`config.mk`:
```
export PLATFORM = sky130hd
export DESIGN_NAME = flyback_cycle_ctrl
export DESIGN_NICKNAME = d
export VERILOG_FILES = /design/src/rtl/flyback_pkg.sv /design/src/rtl/fb_datapath.sv /design/src/rtl/fb_control.sv /design/src/rtl/flyback_cycle_ctrl.sv
export SDC_FILE = /design/constraint.sdc
export NUM_CORES = 1
export LEC_CHECK = 0
export BUFFER_PORTS_ARGS = -buffer_cell sky130_fd_sc_hd__buf_2
export CAP_MARGIN = 20
export CORE_MARGIN = 1
export CORE_UTILIZATION = 27
export DETAILED_ROUTE_END_ITERATION = 7
export GPL_TIMING_DRIVEN = 1
export MAX_ROUTING_LAYER = met4
export SLEW_MARGIN = 0
export SYNTH_ARGS = -nofsm -noshare
export SYNTH_HDL_FRONTEND = slang
export SYNTH_SLANG_ARGS = --single-unit
```
`constraint.sdc`:
```
create_clock -name clk -period 2.66 [get_ports clk]
set_input_delay 0.399 -clock clk [delete_from_list [all_inputs] [get_ports clk]]
set_output_delay 0.399 -clock clk [all_outputs]
set_load 0.005 [all_outputs]
```
`src/rtl/flyback_pkg.sv`:
```
package flyback_pkg;

  typedef enum logic [1:0] {
    PH_IDLE = 2'd0,
    PH_ON   = 2'd1,
    PH_OFF  = 2'd2,
    PH_DONE = 2'd3
  } fbPhase_t;

  // Strobes from the control FSM to the datapath
  typedef struct packed {
    logic clrAll;   // session reset: counters and mode history
    logic clrCnt;   // restart the interval counter
    logic runCnt;   // advance the interval counter
    logic inOff;    // off interval in progress
    logic offDone;  // off interval ends this cycle
  } fbStrobe_t;

endpackage

```
`src/rtl/fb_datapath.sv`:
```
module fb_datapath
  import flyback_pkg::*;
#(
  parameter int ON_MAX        = 1800,
  parameter int OFF_MAX       = 1800,
  parameter int MIN_OFF_SHORT = 20,
  parameter int MIN_OFF_LONG  = 40,
  parameter int FAST_ENTRY    = 2
) (
  input  logic      clk,
  input  logic      rstN,
  input  fbStrobe_t strobe,
  input  logic      shortPulseSel,
  input  logic      fluxReset,
  output logic      onExpired,
  output logic      offExpired,
  output logic      fluxOk,
  output logic      fastMode
);

  localparam int CNT_MAX  = (ON_MAX > OFF_MAX) ? ON_MAX : OFF_MAX;
  localparam int CNT_W    = $clog2(CNT_MAX + 1);
  localparam int STREAK_W = $clog2(FAST_ENTRY + 1);

  localparam logic [CNT_W-1:0] ON_LAST   = CNT_W'(ON_MAX - 1);
  localparam logic [CNT_W-1:0] OFF_LAST  = CNT_W'(OFF_MAX - 1);
  localparam logic [CNT_W-1:0] SHORT_TH  = CNT_W'(MIN_OFF_SHORT - 1);
  localparam logic [CNT_W-1:0] LONG_TH   = CNT_W'(MIN_OFF_LONG - 1);
  localparam logic [STREAK_W-1:0] STREAK_TOP = STREAK_W'(FAST_ENTRY);

  logic [CNT_W-1:0]    intervalCnt;
  logic [CNT_W-1:0]    fluxThreshold;
  logic                fluxSeen;
  logic                offValid;
  logic [STREAK_W-1:0] validStreak;
  logic [STREAK_W-1:0] streakNext;

  // Interval counter shared by on and off phases
  always_ff @(posedge clk or negedge rstN) begin
    if (!rstN)                              intervalCnt <= '0;
    else if (strobe.clrAll || strobe.clrCnt) intervalCnt <= '0;
    else if (strobe.runCnt)                 intervalCnt <= intervalCnt + 1'b1;
  end

  assign onExpired     = (intervalCnt == ON_LAST);
  assign offExpired    = (intervalCnt == OFF_LAST);
  assign fluxThreshold = shortPulseSel ? SHORT_TH : LONG_TH;
  assign fluxOk        = fluxReset && (intervalCnt >= fluxThreshold);

  // Remembers an accepted flux reset inside a timer-mode off interval
  always_ff @(posedge clk or negedge rstN) begin
    if (!rstN)                               fluxSeen <= 1'b0;
    else if (strobe.clrAll || strobe.clrCnt) fluxSeen <= 1'b0;
    else if (strobe.inOff && fluxOk)         fluxSeen <= 1'b1;
  end

  assign offValid   = fluxSeen || fluxOk;
  assign streakNext = (validStreak == STREAK_TOP) ? validStreak : validStreak + 1'b1;

  // Consecutive-valid counter and mode flag
  always_ff @(posedge clk or negedge rstN) begin
    if (!rstN) begin
      validStreak <= '0;
      fastMode    <= 1'b0;
    end else if (strobe.clrAll) begin
      validStreak <= '0;
      fastMode    <= 1'b0;
    end else if (strobe.offDone) begin
      if (offValid) begin
        validStreak <= streakNext;
        fastMode    <= (streakNext >= STREAK_TOP);
      end else begin
        validStreak <= '0;
        fastMode    <= 1'b0;
      end
    end
  end

endmodule

```
`src/rtl/fb_control.sv`:
```
module fb_control
  import flyback_pkg::*;
(
  input  logic      clk,
  input  logic      rstN,
  input  logic      enable,
  input  logic      peakLimit,
  input  logic      targetReached,
  input  logic      onExpired,
  input  logic      offExpired,
  input  logic      fluxOk,
  input  logic      fastMode,
  output fbStrobe_t strobe,
  output logic      gateOn
);

  fbPhase_t phase;
  fbPhase_t phaseNext;
  logic     offEnds;

  assign offEnds = (fastMode && fluxOk) || offExpired;

  always_comb begin
    phaseNext = phase;
    strobe    = '0;
    if (!enable) begin
      phaseNext     = PH_IDLE;
      strobe.clrAll = 1'b1;
    end else begin
      unique case (phase)
        PH_IDLE: begin
          strobe.clrCnt = 1'b1;
          phaseNext     = targetReached ? PH_DONE : PH_ON;
        end
        PH_ON: begin
          strobe.runCnt = 1'b1;
          if (targetReached) begin
            phaseNext = PH_DONE;
          end else if (peakLimit || onExpired) begin
            phaseNext     = PH_OFF;
            strobe.clrCnt = 1'b1;
          end
        end
        PH_OFF: begin
          strobe.runCnt = 1'b1;
          strobe.inOff  = 1'b1;
          if (targetReached) begin
            phaseNext = PH_DONE;
          end else if (offEnds) begin
            phaseNext      = PH_ON;
            strobe.clrCnt  = 1'b1;
            strobe.offDone = 1'b1;
          end
        end
        default: phaseNext = PH_DONE;
      endcase
    end
  end

  always_ff @(posedge clk or negedge rstN) begin
    if (!rstN) phase <= PH_IDLE;
    else       phase <= phaseNext;
  end

  assign gateOn = (phase == PH_ON);

endmodule

```
`src/rtl/flyback_cycle_ctrl.sv`:
```
module flyback_cycle_ctrl
  import flyback_pkg::*;
#(
  parameter int ON_MAX        = 1800,
  parameter int OFF_MAX       = 1800,
  parameter int MIN_OFF_SHORT = 20,
  parameter int MIN_OFF_LONG  = 40,
  parameter int FAST_ENTRY    = 2
) (
  input  logic clk,
  input  logic rstN,
  input  logic enable,
  input  logic peakLimit,
  input  logic fluxReset,
  input  logic targetReached,
  input  logic shortPulseSel,
  output logic gateOn,
  output logic fastMode
);

  fbStrobe_t strobe;
  logic      onExpired;
  logic      offExpired;
  logic      fluxOk;

  fb_control i_control (
    .clk           (clk),
    .rstN          (rstN),
    .enable        (enable),
    .peakLimit     (peakLimit),
    .targetReached (targetReached),
    .onExpired     (onExpired),
    .offExpired    (offExpired),
    .fluxOk        (fluxOk),
    .fastMode      (fastMode),
    .strobe        (strobe),
    .gateOn        (gateOn)
  );

  fb_datapath #(
    .ON_MAX        (ON_MAX),
    .OFF_MAX       (OFF_MAX),
    .MIN_OFF_SHORT (MIN_OFF_SHORT),
    .MIN_OFF_LONG  (MIN_OFF_LONG),
    .FAST_ENTRY    (FAST_ENTRY)
  ) i_datapath (
    .clk           (clk),
    .rstN          (rstN),
    .strobe        (strobe),
    .shortPulseSel (shortPulseSel),
    .fluxReset     (fluxReset),
    .onExpired     (onExpired),
    .offExpired    (offExpired),
    .fluxOk        (fluxOk),
    .fastMode      (fastMode)
  );

endmodule

```
==> impl_metrics.tcl <==
set metrics [dict create \
    outcome "complete, no violations" \
    slowest_delay_ns 0.43 \
    clkPwrFrac 0.305 \
    worstPathArrival_ns 2.26 \
    clockBufferDepth 2 \
    synth_top_cells_by_area "dfrtp_1, ha_1, nor2_2" \
    pwr-share-seq 0.405 \
    synth_area_um2 1160 \
    cts.clk_slew.worst_paths_ns 0.06 \
    grt_pass1_wl_um 4060 \
    synth_nets 139 \
    vias 899 \
    cp_top_family "simple AND/OR/NAND/NOR gates" \
    crit_path_end_kind "flop" \
    synth.avg_cell_area_um2 9.53 \
    synth_edf_count 0 \
    skew_ns 0.00619 \
    vias_per_cell 4.97 \
    cp-start-kind "flop" \
    hold_violations 0 \
    post-route-util 0.319 \
    fin_crit_sh 0.798 \
    critPathRequiredTime_ns 2.80 \
    met2_length_um 1010 \
    wl_met1_um 1080 \
    coreArea_um2 4060 \
    grt_pass1_vias 907 \
    synth-adder-area-share 0.108 \
    cts_buffers 3 \
    placed_cells 177 \
    synthTopCellsByCount "dfrtp_1, nand2_1, ha_1, nor2_2, inv_1" \
    ir_worst_vdd_uv 348 \
    clock.fmax_mhz 471 \
    numClockSinks 16 \
    clock_latency_ns 0.25 \
    netlist.area_leader.share 0.344 \
    ys_async_sr_fraction 1.00 \
    powerDensity_nw_per_um2 548 \
    ys_types 37 \
    post_drt_wl_per_cell_um 12.3 \
    synth-xor-area-share 0.0753 \
    io_pins 9 \
    yosys.area.top_type "dfrtp_1" \
    synth_top_family_by_area "simple AND/OR/NAND/NOR gates" \
    die_x_um 67.6 \
    gp_congestion 0.786 \
    drv_slew 0 \
    cts_hold_buf 0 \
    combPwrFrac 0.290 \
    grt_use_total 0.122 \
    synth.most_common_cell "dfrtp_1" \
    p_total_w 0.000710 \
    initial_utilization 0.286 \
    synth_simple_gate_area_frac 0.229 \
    r2r_setup_slack_ns 0.54 \
    instances_no_fill 181 \
    setup_violations 0 \
    grt_overflow 0 \
    ant_nets 0 \
    routed.top_layer "met4" \
    crit_buf_inv 1 \
    ys_warn_count 0 \
    tns_ns 0 \
    die_area_um2 4570 \
    dr.pass1.iters 4 \
    max-cap-violations 0 \
    reg2reg_to "i_datapath.intervalCnt[0]" \
    rows 23 \
    worst_pin_slew_ns 0.539 \
    synthCells 122 \
    wl_met3_um 108 \
    crit_fanout 12 \
    place_ws_ns 0.523 \
    ys_ff_latch 16 \
    die_h_um 67.6 \
    p_switching_w 0.000230 \
    fill_cells 423 \
    tritoncts "done" \
    path_class "flop to flop" \
    synth_compound_gate_area_share 0.164 \
    cts_setup_buffers 0 \
    drt-total-wl_um 2230 \
    rr_worst_depth 7 \
    hpwlAfterDp_um 1740 \
    drc 0 \
    hp-class "input pin to asynchronous set/reset pin" \
    fin_ws_ns 0.536 \
    drive_gt1_frac 0.206 \
    ys.flop_type "dfrtp_1" \
    num_antenna_cells 0 \
    fin_crit_ns 2.12 \
    leakagePower_nw 0.555 \
    final_net_count 149 \
    r2r-start "i_datapath.intervalCnt[0]" \
    area_growth_pct 11.5 \
    cts-resized-gates 0 \
    drt_iter0_drc 85 \
    relSlewSlack 0.637 \
    htreeDepth 1 \
    rsz0062_at_grt "false" \
    cp_slowest_cell "dfrtp_1" \
    synth-seq-area-share 0.344 \
    sw_frac_of_total 0.324 \
    synthMuxAreaShare 0.0269 \
    crit_path_cell_trace "ha_1 > nor4bb_1 > and3_1 > o41ai_2 > a22oi_1 > buf_4 > nor2_1" \
    io_buffers 8 \
    internal_power_w 0.000480 \
    antenna_found_initial 0 \
    grt_start_max_net_pins 17 \
    cts_root_buf "clkbuf_8" \
]
[power groups by stage]
stage	clock [W]	sequential (W)	combinational, W
4_1_cts	0.000229	0.000288	0.000210
5_1_grt	0.000233	0.000292	0.000235
6_report	0.000216	0.000288	0.000206
3_5_place_dp	0	0.000293	0.000209
2_1_floorplan	0	0.000286	0.000164
3_3_place_gp	0	0.000290	0.000202
[state kept, by name, summed over array words and instances, names as in the netlist]
name,count
i_datapath.intervalCnt,11
i_datapath.fluxSeen,1
i_datapath.validStreak,1
i_control.phase,2
i_datapath.fastMode,1
[kinds of logic (layout without fill, tap and decap cells)]
family          after synthesis  count (layout)
simple gates                 46              46
compound gates               25              25
flops                        16              16
buf+inv                      12              21
fa+ha+maj                    10              10
xor+xnor                     10              10
mux                           3               3
[cell usage in the layout (no fill, tap or decap), types with 4 or more instances in the layout]
| cell type | count |
|---|---|
| nor2_2 | 10 |
| buf_2 | 8 |
| o21ai_0 | 4 |
| inv_1 | 8 |
| nor2_1 | 7 |
| ha_1 | 10 |
| clkbuf_8 | 4 |
| nand2_1 | 11 |
| xor2_1 | 4 |
| xnor2_1 | 6 |
| dfrtp_1 | 16 |
[worst max-delay path by stage]
stage,startpoint,endpoint,slack (ns),depth (start not counted)
after floorplan,i_datapath.intervalCnt[2],i_control.phase[1],0.75,6
after global placement,i_datapath.intervalCnt[0],i_datapath.intervalCnt[0],0.56,7
after detailed placement,i_datapath.intervalCnt[0],i_datapath.intervalCnt[0],0.52,7
after CTS,i_datapath.intervalCnt[0],i_datapath.intervalCnt[0],0.50,7
after global routing,i_datapath.intervalCnt[0],i_datapath.intervalCnt[0],0.36,7
final,i_datapath.intervalCnt[0],i_datapath.intervalCnt[0],0.54,7
[routing by layer]
metal / vias to the layer above / track usage
li1: 453 / -
met1: 425 / 0.157
met2: 18 / 0.184
met3: 3 / 0.0253
met4: 0 / 0.0479
met5: - / -
[layout make-up]
class                   instances  area, um2  share of cell area
multi-input cells              94        701               0.541
clock buffers                   4       55.1              0.0425
inverters                       8       30.0              0.0232
well taps                      50       62.6              0.0483
repair buffers                  9       47.5              0.0367
flip-flops and latches         16        400               0.309
[metrics by stage]
stage	hold slack [ns]	area [um2]
2_1_floorplan	0.103	1160
3_3_place_gp	0.326	1240
3_5_place_dp	0.342	1240
4_1_cts	0.0621	1300
5_1_grt	0.0777	1300
6_report	0.0488	1300
Note: power is estimated with default switching activity, not from simulation.
